File: src/rtl/wli_pkg.sv
package wli_pkg;

  typedef enum logic [2:0] {
    ST_IDLE  = 3'd0,
    ST_DIV_A = 3'd1,
    ST_DIV_B = 3'd2,
    ST_LANES = 3'd3,
    ST_DONE  = 3'd4
  } wli_state_e;

endpackage

File: src/rtl/wli_divider.sv
// Bit-serial restoring divider: one quotient bit per clock, N clocks per divide.
module wli_divider #(
  parameter int N = 16
) (
  input  logic         clk,
  input  logic         rst_n,
  input  logic         go,
  input  logic [N-1:0] num,
  input  logic [N-1:0] den,
  output logic [N-1:0] quo,
  output logic [N-1:0] rem,
  output logic         fin
);

  localparam int CW = $clog2(N + 1);

  logic [N-1:0]  q_q, q_d, r_q, r_d, d_q, d_d;
  logic [CW-1:0] cnt_q, cnt_d;
  logic          run_q, run_d, fin_q, fin_d;

  logic [N:0]    trial;
  logic          fits;
  logic [N-1:0]  diff;

  always_comb begin
    trial = {r_q, q_q[N-1]};
    fits  = trial >= {1'b0, d_q};
    diff  = trial[N-1:0] - d_q;
  end

  always_comb begin
    q_d   = q_q;
    r_d   = r_q;
    d_d   = d_q;
    cnt_d = cnt_q;
    run_d = run_q;
    fin_d = 1'b0;
    if (go) begin
      q_d   = num;
      r_d   = '0;
      d_d   = den;
      cnt_d = CW'(N);
      run_d = 1'b1;
    end else if (run_q) begin
      q_d   = {q_q[N-2:0], fits};
      r_d   = fits ? diff : trial[N-1:0];
      cnt_d = cnt_q - 1'b1;
      if (cnt_q == CW'(1)) begin
        run_d = 1'b0;
        fin_d = 1'b1;
      end
    end
  end

  always_ff @(posedge clk or negedge rst_n) begin
    if (!rst_n) begin
      q_q   <= '0;
      r_q   <= '0;
      d_q   <= '0;
      cnt_q <= '0;
      run_q <= 1'b0;
      fin_q <= 1'b0;
    end else begin
      q_q   <= q_d;
      r_q   <= r_d;
      d_q   <= d_d;
      cnt_q <= cnt_d;
      run_q <= run_d;
      fin_q <= fin_d;
    end
  end

  assign quo = q_q;
  assign rem = r_q;
  assign fin = fin_q;

  // The remainder feeds lane_x/lane_y and grp_x/grp_y.
  p_rem_below_divisor_r4 : assert property (@(posedge clk) disable iff (!rst_n)
    (fin && (d_q != '0)) |-> (r_q < d_q));

  // The controller never restarts a divide that is still running.
  p_no_restart_r9 : assert property (@(posedge clk) disable iff (!rst_n)
    go |-> !run_q);

endmodule

File: src/rtl/wli_lane_walker.sv
// Holds the current lane's x/y/z and steps to the next lane with wrap and carry.
module wli_lane_walker #(
  parameter int DIM_W = 8,
  parameter int IDX_W = 11
) (
  input  logic               clk,
  input  logic               rst_n,
  input  logic               load,
  input  logic               step,
  input  logic [DIM_W-1:0]   x0,
  input  logic [DIM_W-1:0]   y0,
  input  logic [IDX_W-1:0]   z0,
  input  logic [DIM_W-1:0]   sx,
  input  logic [DIM_W-1:0]   sy,
  input  logic [2*DIM_W-1:0] sxsy,
  output logic [DIM_W-1:0]   x,
  output logic [DIM_W-1:0]   y,
  output logic [IDX_W-1:0]   z,
  output logic [IDX_W-1:0]   flat
);

  localparam int FW = IDX_W + 2 * DIM_W;

  logic [DIM_W-1:0] x_q, x_d, y_q, y_d;
  logic [IDX_W-1:0] z_q, z_d;
  logic [DIM_W:0]   x_inc, y_inc;
  logic             x_wrap, y_wrap;
  logic [FW-1:0]    flat_w;

  always_comb begin
    x_inc  = {1'b0, x_q} + 1'b1;
    y_inc  = {1'b0, y_q} + 1'b1;
    x_wrap = x_inc == {1'b0, sx};
    y_wrap = y_inc == {1'b0, sy};
    x_d = x_q;
    y_d = y_q;
    z_d = z_q;
    if (load) begin
      x_d = x0;
      y_d = y0;
      z_d = z0;
    end else if (step) begin
      x_d = x_wrap ? '0 : x_inc[DIM_W-1:0];
      if (x_wrap) begin
        y_d = y_wrap ? '0 : y_inc[DIM_W-1:0];
        if (y_wrap) z_d = z_q + 1'b1;
      end
    end
  end

  always_ff @(posedge clk or negedge rst_n) begin
    if (!rst_n) begin
      x_q <= '0;
      y_q <= '0;
      z_q <= '0;
    end else if (load || step) begin
      x_q <= x_d;
      y_q <= y_d;
      z_q <= z_d;
    end
  end

  always_comb begin
    flat_w = FW'(z_q) * FW'(sxsy) + FW'(y_q) * FW'(sx) + FW'(x_q);
  end

  assign x    = x_q;
  assign y    = y_q;
  assign z    = z_q;
  assign flat = flat_w[IDX_W-1:0];

  p_x_below_size_r4 : assert property (@(posedge clk) disable iff (!rst_n)
    step |-> (x_q < sx));

  p_y_below_size_r4 : assert property (@(posedge clk) disable iff (!rst_n)
    step |-> (y_q < sy));

endmodule

File: src/rtl/wave_lane_init.sv
module wave_lane_init
  import wli_pkg::*;
#(
  parameter int LANES  = 8,
  parameter int DIM_W  = 8,
  parameter int WAVE_W = 8,
  parameter int ID_W   = 16,
  parameter int GRID_W = 8
) (
  input  logic                            clk,
  input  logic                            rst_n,
  input  logic                            start,
  input  logic [DIM_W-1:0]                wg_sx,
  input  logic [DIM_W-1:0]                wg_sy,
  input  logic [DIM_W-1:0]                wg_sz,
  input  logic [WAVE_W-1:0]               wave_idx,
  input  logic [ID_W-1:0]                 wg_flat_id,
  input  logic [GRID_W-1:0]               grid_nx,
  input  logic [GRID_W-1:0]               grid_ny,
  output logic                            busy,
  output logic                            done,
  output logic [LANES-1:0]                exec_mask,
  output logic [3*DIM_W-1:0]              wave_count,
  output logic [GRID_W-1:0]               grp_x,
  output logic [GRID_W-1:0]               grp_y,
  output logic [ID_W-1:0]                 grp_z,
  output logic                            lane_vld,
  output logic [$clog2(LANES)-1:0]        lane_no,
  output logic                            lane_act,
  output logic [DIM_W-1:0]                lane_x,
  output logic [DIM_W-1:0]                lane_y,
  output logic [WAVE_W+$clog2(LANES)-1:0] lane_z,
  output logic [WAVE_W+$clog2(LANES)-1:0] lane_flat
);

  localparam int LOG_L = $clog2(LANES);
  localparam int IDX_W = WAVE_W + LOG_L;
  localparam int DIV_W = (IDX_W > ID_W) ? IDX_W : ID_W;
  localparam int TOT_W = 3 * DIM_W;
  localparam int RND_W = TOT_W + 1;
  localparam int SQ_W  = 2 * DIM_W;
  localparam int CMP_W = (IDX_W > TOT_W) ? IDX_W : TOT_W;
  localparam int NCH   = 2;  // channel 0: lane index, channel 1: workgroup ID

  if ((LANES < 2) || ((LANES & (LANES - 1)) != 0)) begin : g_bad_lanes
    $error("wave_lane_init: LANES has to be a power of two no smaller than 2");
  end

  wli_state_e st_q, st_d;
  logic [LOG_L-1:0]  lane_q, lane_d;
  logic [LANES-1:0]  mask_q, mask_d;

  logic [IDX_W-1:0]  base_q;
  logic [DIM_W-1:0]  sx_q, sy_q, x0_q;
  logic [SQ_W-1:0]   sxsy_q;
  logic [TOT_W-1:0]  total_q, waves_q;
  logic [GRID_W-1:0] ny_q, gx_q, gy_q;
  logic [ID_W-1:0]   gz_q;

  logic [IDX_W-1:0]  base_in;
  logic [TOT_W-1:0]  total_in, waves_in;
  logic [RND_W-1:0]  total_rnd;
  logic [SQ_W-1:0]   sxsy_in;

  logic              cfg_en, setup_a, cap_a, cap_b, walk_step;
  logic [IDX_W-1:0]  lane_idx;

  logic [DIV_W-1:0]  dv_num [NCH];
  logic [DIV_W-1:0]  dv_den [NCH];
  logic [DIV_W-1:0]  dv_quo [NCH];
  logic [DIV_W-1:0]  dv_rem [NCH];
  logic [NCH-1:0]    dv_fin;
  logic              dv_go;

  // Values computed from the raw inputs at the start pulse
  always_comb begin
    base_in   = {wave_idx, {LOG_L{1'b0}}};
    total_in  = TOT_W'(wg_sx) * TOT_W'(wg_sy) * TOT_W'(wg_sz);
    total_rnd = {1'b0, total_in} + RND_W'(LANES - 1);
    waves_in  = TOT_W'(total_rnd >> LOG_L);
    sxsy_in   = SQ_W'(wg_sx) * SQ_W'(wg_sy);
  end

  // Strobes
  always_comb begin
    setup_a   = st_q == ST_IDLE;
    cfg_en    = setup_a && start;
    cap_a     = (st_q == ST_DIV_A) && dv_fin[0];
    cap_b     = (st_q == ST_DIV_B) && dv_fin[0];
    walk_step = st_q == ST_LANES;
    dv_go     = cfg_en || cap_a;
  end

  // Divider operands: first pass splits by x size / grid width, second by y size / grid height
  always_comb begin
    dv_num[0] = setup_a ? DIV_W'(base_in)    : dv_quo[0];
    dv_den[0] = setup_a ? DIV_W'(wg_sx)      : DIV_W'(sy_q);
    dv_num[1] = setup_a ? DIV_W'(wg_flat_id) : dv_quo[1];
    dv_den[1] = setup_a ? DIV_W'(grid_nx)    : DIV_W'(ny_q);
  end

  for (genvar c = 0; c < NCH; c++) begin : g_div
    wli_divider #(.N(DIV_W)) u_div (
      .clk   (clk),
      .rst_n (rst_n),
      .go    (dv_go),
      .num   (dv_num[c]),
      .den   (dv_den[c]),
      .quo   (dv_quo[c]),
      .rem   (dv_rem[c]),
      .fin   (dv_fin[c])
    );
  end

  wli_lane_walker #(.DIM_W(DIM_W), .IDX_W(IDX_W)) u_walk (
    .clk   (clk),
    .rst_n (rst_n),
    .load  (cap_b),
    .step  (walk_step),
    .x0    (x0_q),
    .y0    (dv_rem[0][DIM_W-1:0]),
    .z0    (dv_quo[0][IDX_W-1:0]),
    .sx    (sx_q),
    .sy    (sy_q),
    .sxsy  (sxsy_q),
    .x     (lane_x),
    .y     (lane_y),
    .z     (lane_z),
    .flat  (lane_flat)
  );

  // Next state
  always_comb begin
    st_d     = st_q;
    lane_d   = lane_q;
    mask_d   = mask_q;
    lane_idx = base_q + IDX_W'(lane_q);
    lane_act = CMP_W'(lane_idx) < CMP_W'(total_q);
    case (st_q)
      ST_IDLE: if (start) begin
        st_d   = ST_DIV_A;
        mask_d = '0;
      end
      ST_DIV_A: if (dv_fin[0]) st_d = ST_DIV_B;
      ST_DIV_B: if (dv_fin[0]) begin
        st_d   = ST_LANES;
        lane_d = '0;
      end
      ST_LANES: begin
        mask_d = mask_q | (LANES'(lane_act) << lane_q);
        lane_d = lane_q + 1'b1;
        if (lane_q == LOG_L'(LANES - 1)) st_d = ST_DONE;
      end
      ST_DONE: st_d = ST_IDLE;
      default: st_d = ST_IDLE;
    endcase
  end

  // Control registers
  always_ff @(posedge clk or negedge rst_n) begin
    if (!rst_n) begin
      st_q   <= ST_IDLE;
      lane_q <= '0;
      mask_q <= '0;
    end else begin
      st_q   <= st_d;
      lane_q <= lane_d;
      mask_q <= mask_d;
    end
  end

  // Configuration captured at start
  always_ff @(posedge clk or negedge rst_n) begin
    if (!rst_n) begin
      base_q  <= '0;
      sx_q    <= '0;
      sy_q    <= '0;
      sxsy_q  <= '0;
      total_q <= '0;
      waves_q <= '0;
      ny_q    <= '0;
    end else if (cfg_en) begin
      base_q  <= base_in;
      sx_q    <= wg_sx;
      sy_q    <= wg_sy;
      sxsy_q  <= sxsy_in;
      total_q <= total_in;
      waves_q <= waves_in;
      ny_q    <= grid_ny;
    end
  end

  // First divide pass results
  always_ff @(posedge clk or negedge rst_n) begin
    if (!rst_n) begin
      x0_q <= '0;
      gx_q <= '0;
    end else if (cap_a) begin
      x0_q <= dv_rem[0][DIM_W-1:0];
      gx_q <= dv_rem[1][GRID_W-1:0];
    end
  end

  // Second divide pass results
  always_ff @(posedge clk or negedge rst_n) begin
    if (!rst_n) begin
      gy_q <= '0;
      gz_q <= '0;
    end else if (cap_b) begin
      gy_q <= dv_rem[1][GRID_W-1:0];
      gz_q <= dv_quo[1][ID_W-1:0];
    end
  end

  assign busy       = st_q != ST_IDLE;
  assign done       = st_q == ST_DONE;
  assign lane_vld   = st_q == ST_LANES;
  assign lane_no    = lane_q;
  assign exec_mask  = mask_q;
  assign wave_count = waves_q;
  assign grp_x      = gx_q;
  assign grp_y      = gy_q;
  assign grp_z      = gz_q;

  p_lane_order_r2 : assert property (@(posedge clk) disable iff (!rst_n)
    (lane_vld && $past(lane_vld)) |-> (lane_no == LOG_L'($past(lane_no) + 1'b1)));

  p_flat_index_r5 : assert property (@(posedge clk) disable iff (!rst_n)
    lane_vld |-> (lane_flat == base_q + IDX_W'(lane_no)));

  p_done_after_last_r8 : assert property (@(posedge clk) disable iff (!rst_n)
    done |-> ($past(lane_vld) && ($past(lane_no) == LOG_L'(LANES - 1))));

  p_done_single_r8 : assert property (@(posedge clk) disable iff (!rst_n)
    done |=> !done);

  p_cfg_frozen_r9 : assert property (@(posedge clk) disable iff (!rst_n)
    busy |=> ($stable(base_q) && $stable(total_q) && $stable(sx_q)));

endmodule

File: config.mk
export PLATFORM = sky130hd
export DESIGN_NAME = wave_lane_init
export DESIGN_NICKNAME = d
export VERILOG_FILES = /design/src/rtl/wli_pkg.sv /design/src/rtl/wli_divider.sv /design/src/rtl/wli_lane_walker.sv /design/src/rtl/wave_lane_init.sv
export SDC_FILE = /design/constraint.sdc
export NUM_CORES = 1
export LEC_CHECK = 0
export ABC_AREA = 1
export BUFFER_PORTS_ARGS = -buffer_cell sky130_fd_sc_hd__buf_2
export CORE_ASPECT_RATIO = 0.7
export CORE_MARGIN = 4
export CORE_UTILIZATION = 35
export CTS_BUF_LIST = sky130_fd_sc_hd__clkbuf_8
export DETAILED_ROUTE_END_ITERATION = 10
export GPL_TIMING_DRIVEN = 0
export HOLD_SLACK_MARGIN = 0.08
export PLACE_DENSITY_LB_ADDON = 0.08
export SYNTH_ARGS = -nofsm -noshare
export SYNTH_HDL_FRONTEND = slang
export SYNTH_SLANG_ARGS = --single-unit
File: constraint.sdc
create_clock -name clk -period 5.9 [get_ports clk]
set_input_delay 0.59 -clock clk [delete_from_list [all_inputs] [get_ports clk]]
set_output_delay 0.59 -clock clk [all_outputs]
set_load 0.02 [all_outputs]
---- Word level (Yosys, flattened, before mapping) ----
Cells that the tools add are included.
storage, ports and cells
  register bits ........................... 284
  output and inout port bits .............. 109
  logic and storage cells ................. 133
cells by class
  eq/ne operators ......................... 14
  reduce and logical (&&, ||, !) cells .... 22
  $lt $le $gt $ge ......................... 3
  muxes and demuxes ....................... 47
  $add $sub $neg .......................... 12
  multiply operators ...................... 5
  bitwise gates (word level) .............. 1
  shift operators ......................... 1
operator list
  operator                                                          count
  16-bit 2-to-1 mux                                                 12
  8-bit 2-to-1 mux                                                  10
  11-bit 2-to-1 mux                                                 4
  17-bit by 16-bit greater-or-equal comparator with 1-bit output    2
  8-bit by 8-bit multiplier with 16-bit output                      2
  16-bit subtractor                                                 2
  24-bit by 3-bit adder with 25-bit output (second input constant)  1
  11-bit by 24-bit less-than comparator with 1-bit output           1
  16-bit by 8-bit multiplier with 24-bit output                     1
  5-bit 2-to-1 mux                                                  4
  8-bit by 1-bit adder with 9-bit output (second input constant)    2
  9-bit by 8-bit == test with 1-bit output                          2
  11-bit by 16-bit multiplier with 11-bit output                    1
  8-bit one-hot mux with 2 select lines                             1
  3-bit 2-to-1 mux                                                  5
  2-bit nonzero test                                                7
  3-bit one-hot mux with 4 select lines                             1
  11-bit by 1-bit adder with 11-bit output (second input constant)  1
  11-bit adder                                                      1
  11-bit by 3-bit adder with 11-bit output                          1
  11-bit by 8-bit adder with 11-bit output                          1
  8-bit by 8-bit multiplier with 11-bit output                      1
  5-bit by 1-bit == test with 1-bit output (second input constant)  2
  2-bit AND reduction                                               5
  17 further kinds                                                  35

---- Longest topological paths before layout ----
  depth in word-level cells ............... 6
  depth in mapped cells ................... 45
  mapped depth without buffers ............ 44

---- Hierarchy ----
A second synthesis with hierarchy kept.
second synthesis, totals
  cells, all modules ...................... 3,746
  area total of the unflattened synthesis .. 26,973.4 um2
modules (own cells, without submodules)
  module                        area each (um2)  cells an instance  instances  sequential area each (um2)
  wave_lane_init                13,417.9         1,801              1          3,703.6
  wli_lane_walker               6,461.2          963                1          675.6
  wli_divider (g_div[1].u_div)  3,569.7          496                1          1,376.3
  wli_divider (g_div[0].u_div)  3,524.6          486                1          1,376.3

---- Worst setup path after synthesis ----
OpenSTA, ideal clock, no wires.
  kind .................................... input to register
  start point ............................. input wg_sx[0]
  end point ............................... register waves_q[17] (netlist: wave_count[17])
  path buffers ............................ 1
  setup slack ............................. -2,586 ps
  stages .................................. 39
  arrival time ............................ 8,368 ps
  data required time ...................... 5,783 ps
  cells stage by stage .................... clkbuf_1 > nand2_1 > fa_1 > fa_1 > inv_1 > fa_1 > inv_1 > fa_1 > inv_1 > ha_1 > inv_1 > nor3_1 > a21oi_1 > or2_2 > nand2_1 > a21oi_1 > xor2_1 > inv_1 > (+3 left out) > fa_1 > fa_1 > inv_1 > fa_1 > inv_1 > ha_1 > nand2_1 > inv_1 > a21oi_1 > nor2_1 > nor2_1 > nand2_1 > xor2_1 > nand2_1 > nor3_2 > nand2_1 > nand3_1 > nand2_1
between the ends
  word-level cells in the longest chain between the ends .. 3
RTL lines
  item                                           RTL line               text
  from (decl)                                    wave_lane_init.sv:13   input logic [DIM_W-1:0] wg_sx,
  8-bit by 8-bit multiplier with 16-bit output   wave_lane_init.sv:78   total_in = TOT_W'(wg_sx) * TOT_W'(wg_sy) * TOT_W'(wg_sz);
  16-bit by 8-bit multiplier with 24-bit output  wave_lane_init.sv:78
  24-bit by 3-bit adder with 25-bit output       wave_lane_init.sv:79   total_rnd = {1'b0, total_in} + RND_W'(LANES - 1);
  to (signal assigned)                           wave_lane_init.sv:188  waves_q <= waves_in;
  to (decl)                                      wave_lane_init.sv:56   logic [TOT_W-1:0] total_q, waves_q;
Every way passes these cells.
A chain may end at the register's enable or synchronous reset.

---- Worst setup path in the final report ----
  start point ............................. input wg_sx[7]
  end point ............................... register waves_q[14] (netlist: wave_count[14])
Same word-level chain as after synthesis.

==> results.md <==
* H-Tree Depth at 2
* Top-area cell type share of the netlist area at approximately 28%
* Latest clock arrival within the worst-skew pair at 0.61 ns
* Tmin final at 7.70 ns
* DRC Markers at 0
* Largest net degree at the start of global routing at 116
* Netlist cell types at 58
* RR Startpoint: st_q[0]$_DFFE_PN0P_
* Reg clk slew, reported paths at roughly 0.070 ns
* Cell Area, Synth at between 20,000 and 25,000 µm²
* CP max-delay cell: fa_1
* Hold crit path type: in2reg
* CTS root buf: clkbuf_8
* Clock buffer depth at 3
* Crit path kind: in2reg
* Top post-synthesis cells by area: dfrtp_1 (28%), fa_1 (17%), nand2_1 (13%)
* Hold Path Origin: grid_ny[1]
* F_max at around 130 MHz
* Hold Fails Final Rpt at 0
* Initial antenna violation count at 0
* FF+latch count, synth at 263
* Final antenna-violating net count at 0
* Max_slew headroom at a little over two fifths
* Overflow after GRT at 0
* Area occupied by multi-input gates at 16,300 µm²
* Final slew viol count at 0
* Clk sink count at 263
* R2R setup slack at approximately 2.6 ns
* Buf+Inv Stages, Crit Path at 11
* # rows at 79
* Area leader, netlist: dfrtp_1
* Capture point of the worst reg-to-reg path: u_walk.z[4]$_DFFE_PN0P_
* Initial Utilization at 35.5%
* Gr usage total at 22.3%
* YS warnings at 0
* Failing checks: setup timing
* CP startpoint kind: primary input
* Status: complete, but fails checks
* Worst hold path cell count at 3
* Core region area at 66,700 µm²
* GRT met3 Usage at 4.66%
* First-pass GRT wire length at 126 mm
* Clk_skew at about 0.055 ns
* Die Y at 226 µm
* Final WS setup at -1.80 ns
* Port-buffer cells at 156
* Slowest stage delay, CP at 0.54 ns
* Max FO, Critical Path at 5
* Die width at 319 µm
* Nets@finish at 3,869
* Synthesis-to-finish area growth at 27.9%
* Via Count at between 20,000 and 25,000
* # setup viols final at 45
* Most used routing layer: met1
* R2R cell count at 10
* Seq/Total Area, Yosys at between 20 and 30%
* Detail Placement HPWL at between 60 and 70 mm
* M2 GR Usage at between 30 and 40%
* Worst EP arrival at 8.20 ns
* DRT iter0 DRCs at between 1,000 and 1,500
* Top cell family by delay on the critical path: adder cells
* Critical Path RT at 6.40 ns
* Register area at 6610 µm²
* Met1 Usage GRT at between 30 and 40%
* Die area at 72,000 µm²
* Placer congestion estimate at 0.882
* Syn Area/Cell at 7.69 µm²
* Synth Instances at 3,085
* Number of global-route vias before repair at around 21,000
* Kind of end point of the critical path: flip-flop
* RSZ-0062 raised after global routing: true
* Number of fill cells at 6,720
* Period utilisation layout at 130%
* FFs w/ async S/R, synth at 100%
* Ports at 176
* Routed wire length at 81.8 mm
* Final core utilization at 45.4%
* Final hold slack at 0.188 ns
* Pre-antenna DRT Iters at 5
* Hold endpoint: ny_q[1]$_DFFE_PN0P_
* CTS buffer count at 43
* Via density at around 4.9
* Worst Tran Pin Value at 0.841 ns
* Ys flop type: dfrtp_1
* Clock tree from TritonCTS: built
* Number of max-cap violations at 0
* Post-synth EDFFs at 0
* Drt wl/cell at 18.8 µm
* Share of cells above drive strength 1 at 25.1%
## state kept, by name, summed over array words and instances, names as in the netlist, 10 cells and up
| signal | cells |
|---|---|
| g_div.u_div.cnt_q | 10 |
| g_div.u_div.d_q | 16 |
| g_div.u_div.quo | 32 |
| g_div.u_div.rem | 32 |
| grp_z | 16 |
| sxsy_q | 11 |
| total_q | 24 |
| u_walk.z | 11 |
| wave_count | 22 |
## layout make-up
type | instances | share of cell area (%)
clock inverter | 25 | 0.574
timing repair buffer | 320 | 7.54
tap | 891 | 3.68
buffer | 97 | 2.54
antenna | 2 | 0.0165
inverter | 630 | 7.87
clock buffer | 51 | 2.31
multi-input combinational | 2078 | 53.7
sequential | 263 | 21.8
## tightest hold or removal path: cells and delay by family
kind          cells  cell delay (ns)
buf+inv           1             0.07
simple gates      2             0.10
## timing repair
action,4_1_cts,5_1_grt
hold endpoints to repair,41,0
gates cloned,0,2
pin swaps,155,127
endpoints found under the setup margin,44,44
hold buffers,1,0
resized for setup,254,192
setup buffers,107,63
## logic make-up after synthesis
group,Yosys count,synth area share [%]
AND/OR/NAND/NOR,1230,21.5
buffers and inverters,745,12.1
AO/OA/AOI/OAI,376,9.05
adder cells (fa/ha/maj),369,25.8
flip-flops,263,27.8
XOR/XNOR,101,3.79
other,1,0.0158
## through the flow
step	std cells	worst slack (ns)	instance area, µm²	TNS [ns]
final	4357	-1.80	30300	-49.46
after global routing	4355	-2.07	30300	-58.10
after CTS	4299	-1.74	29200	-45.39
after detailed placement	4135	-2.94	26600	-83.02
after global placement	4133	-2.99	26500	-331.07
after floorplan	3086	-1.85	24600	-43.68
## per-layer routing
layer,vias up,wire length (µm)
li1,10200,-
met1,10500,40900
met2,538,34300
met3,76,5150
met4,0,1500
met5,-,0
## cells in the mapped netlist, types with 5 or more instances
cell type    n
nand2_1    820
xnor2_1     38
clkbuf_1    85
o31ai_1      6
o21ai_2     11
nand4_1     30
o211ai_1    40
o22ai_1     29
nand3_1    112
o21ai_0    186
fa_1       200
nor2_4       5
nor2_1     192
clkinv_1     5
a21oi_1     71
nand2_2     10
buf_4        5
nor3_1      14
buf_2       21
ha_1       169
nor2_2      11
inv_1      620
a31oi_1     12
or2_2       13
dfrtp_1    263
xor2_1      61
## cell usage in the layout (no fill, tap or decap), types with 47 or more instances in the layout
master    netlist  final
buf_2          21    164
buf_4           5    125
buf_6           2     47
clkbuf_1       85     52
clkbuf_8        0     53
dfrtp_1       263    246
fa_1          200    189
ha_1          169    138
inv_1         620    560
inv_2           4     72
nand2_1       820    697
nand2_2        10     71
nand2_4         1     56
nand3_1       112     84
nor2_1        192    158
o21ai_0       186    165
xor2_1         61     50
## worst max path at each step
stage | start | end | slack (ns) | depth (start not counted)
2_1_floorplan | wg_sy[2] | wave_count[20]$_DFFE_PN0P_ | -1.85 | 38
3_3_place_gp | wg_sx[0] | wave_count[19]$_DFFE_PN0P_ | -2.99 | 36
3_5_place_dp | wg_sx[0] | wave_count[19]$_DFFE_PN0P_ | -2.94 | 35
4_1_cts | wg_sx[7] | wave_count[20]$_DFFE_PN0P_ | -1.74 | 41
5_1_grt | wg_sx[6] | wave_count[20]$_DFFE_PN0P_ | -2.07 | 40
6_report | wg_sx[7] | wave_count[14]$_DFFE_PN0P_ | -1.80 | 40
Power is left out: the tool's default activity adds up to more than one toggle a clock period on the data nets, which glitch-free logic cannot reach.
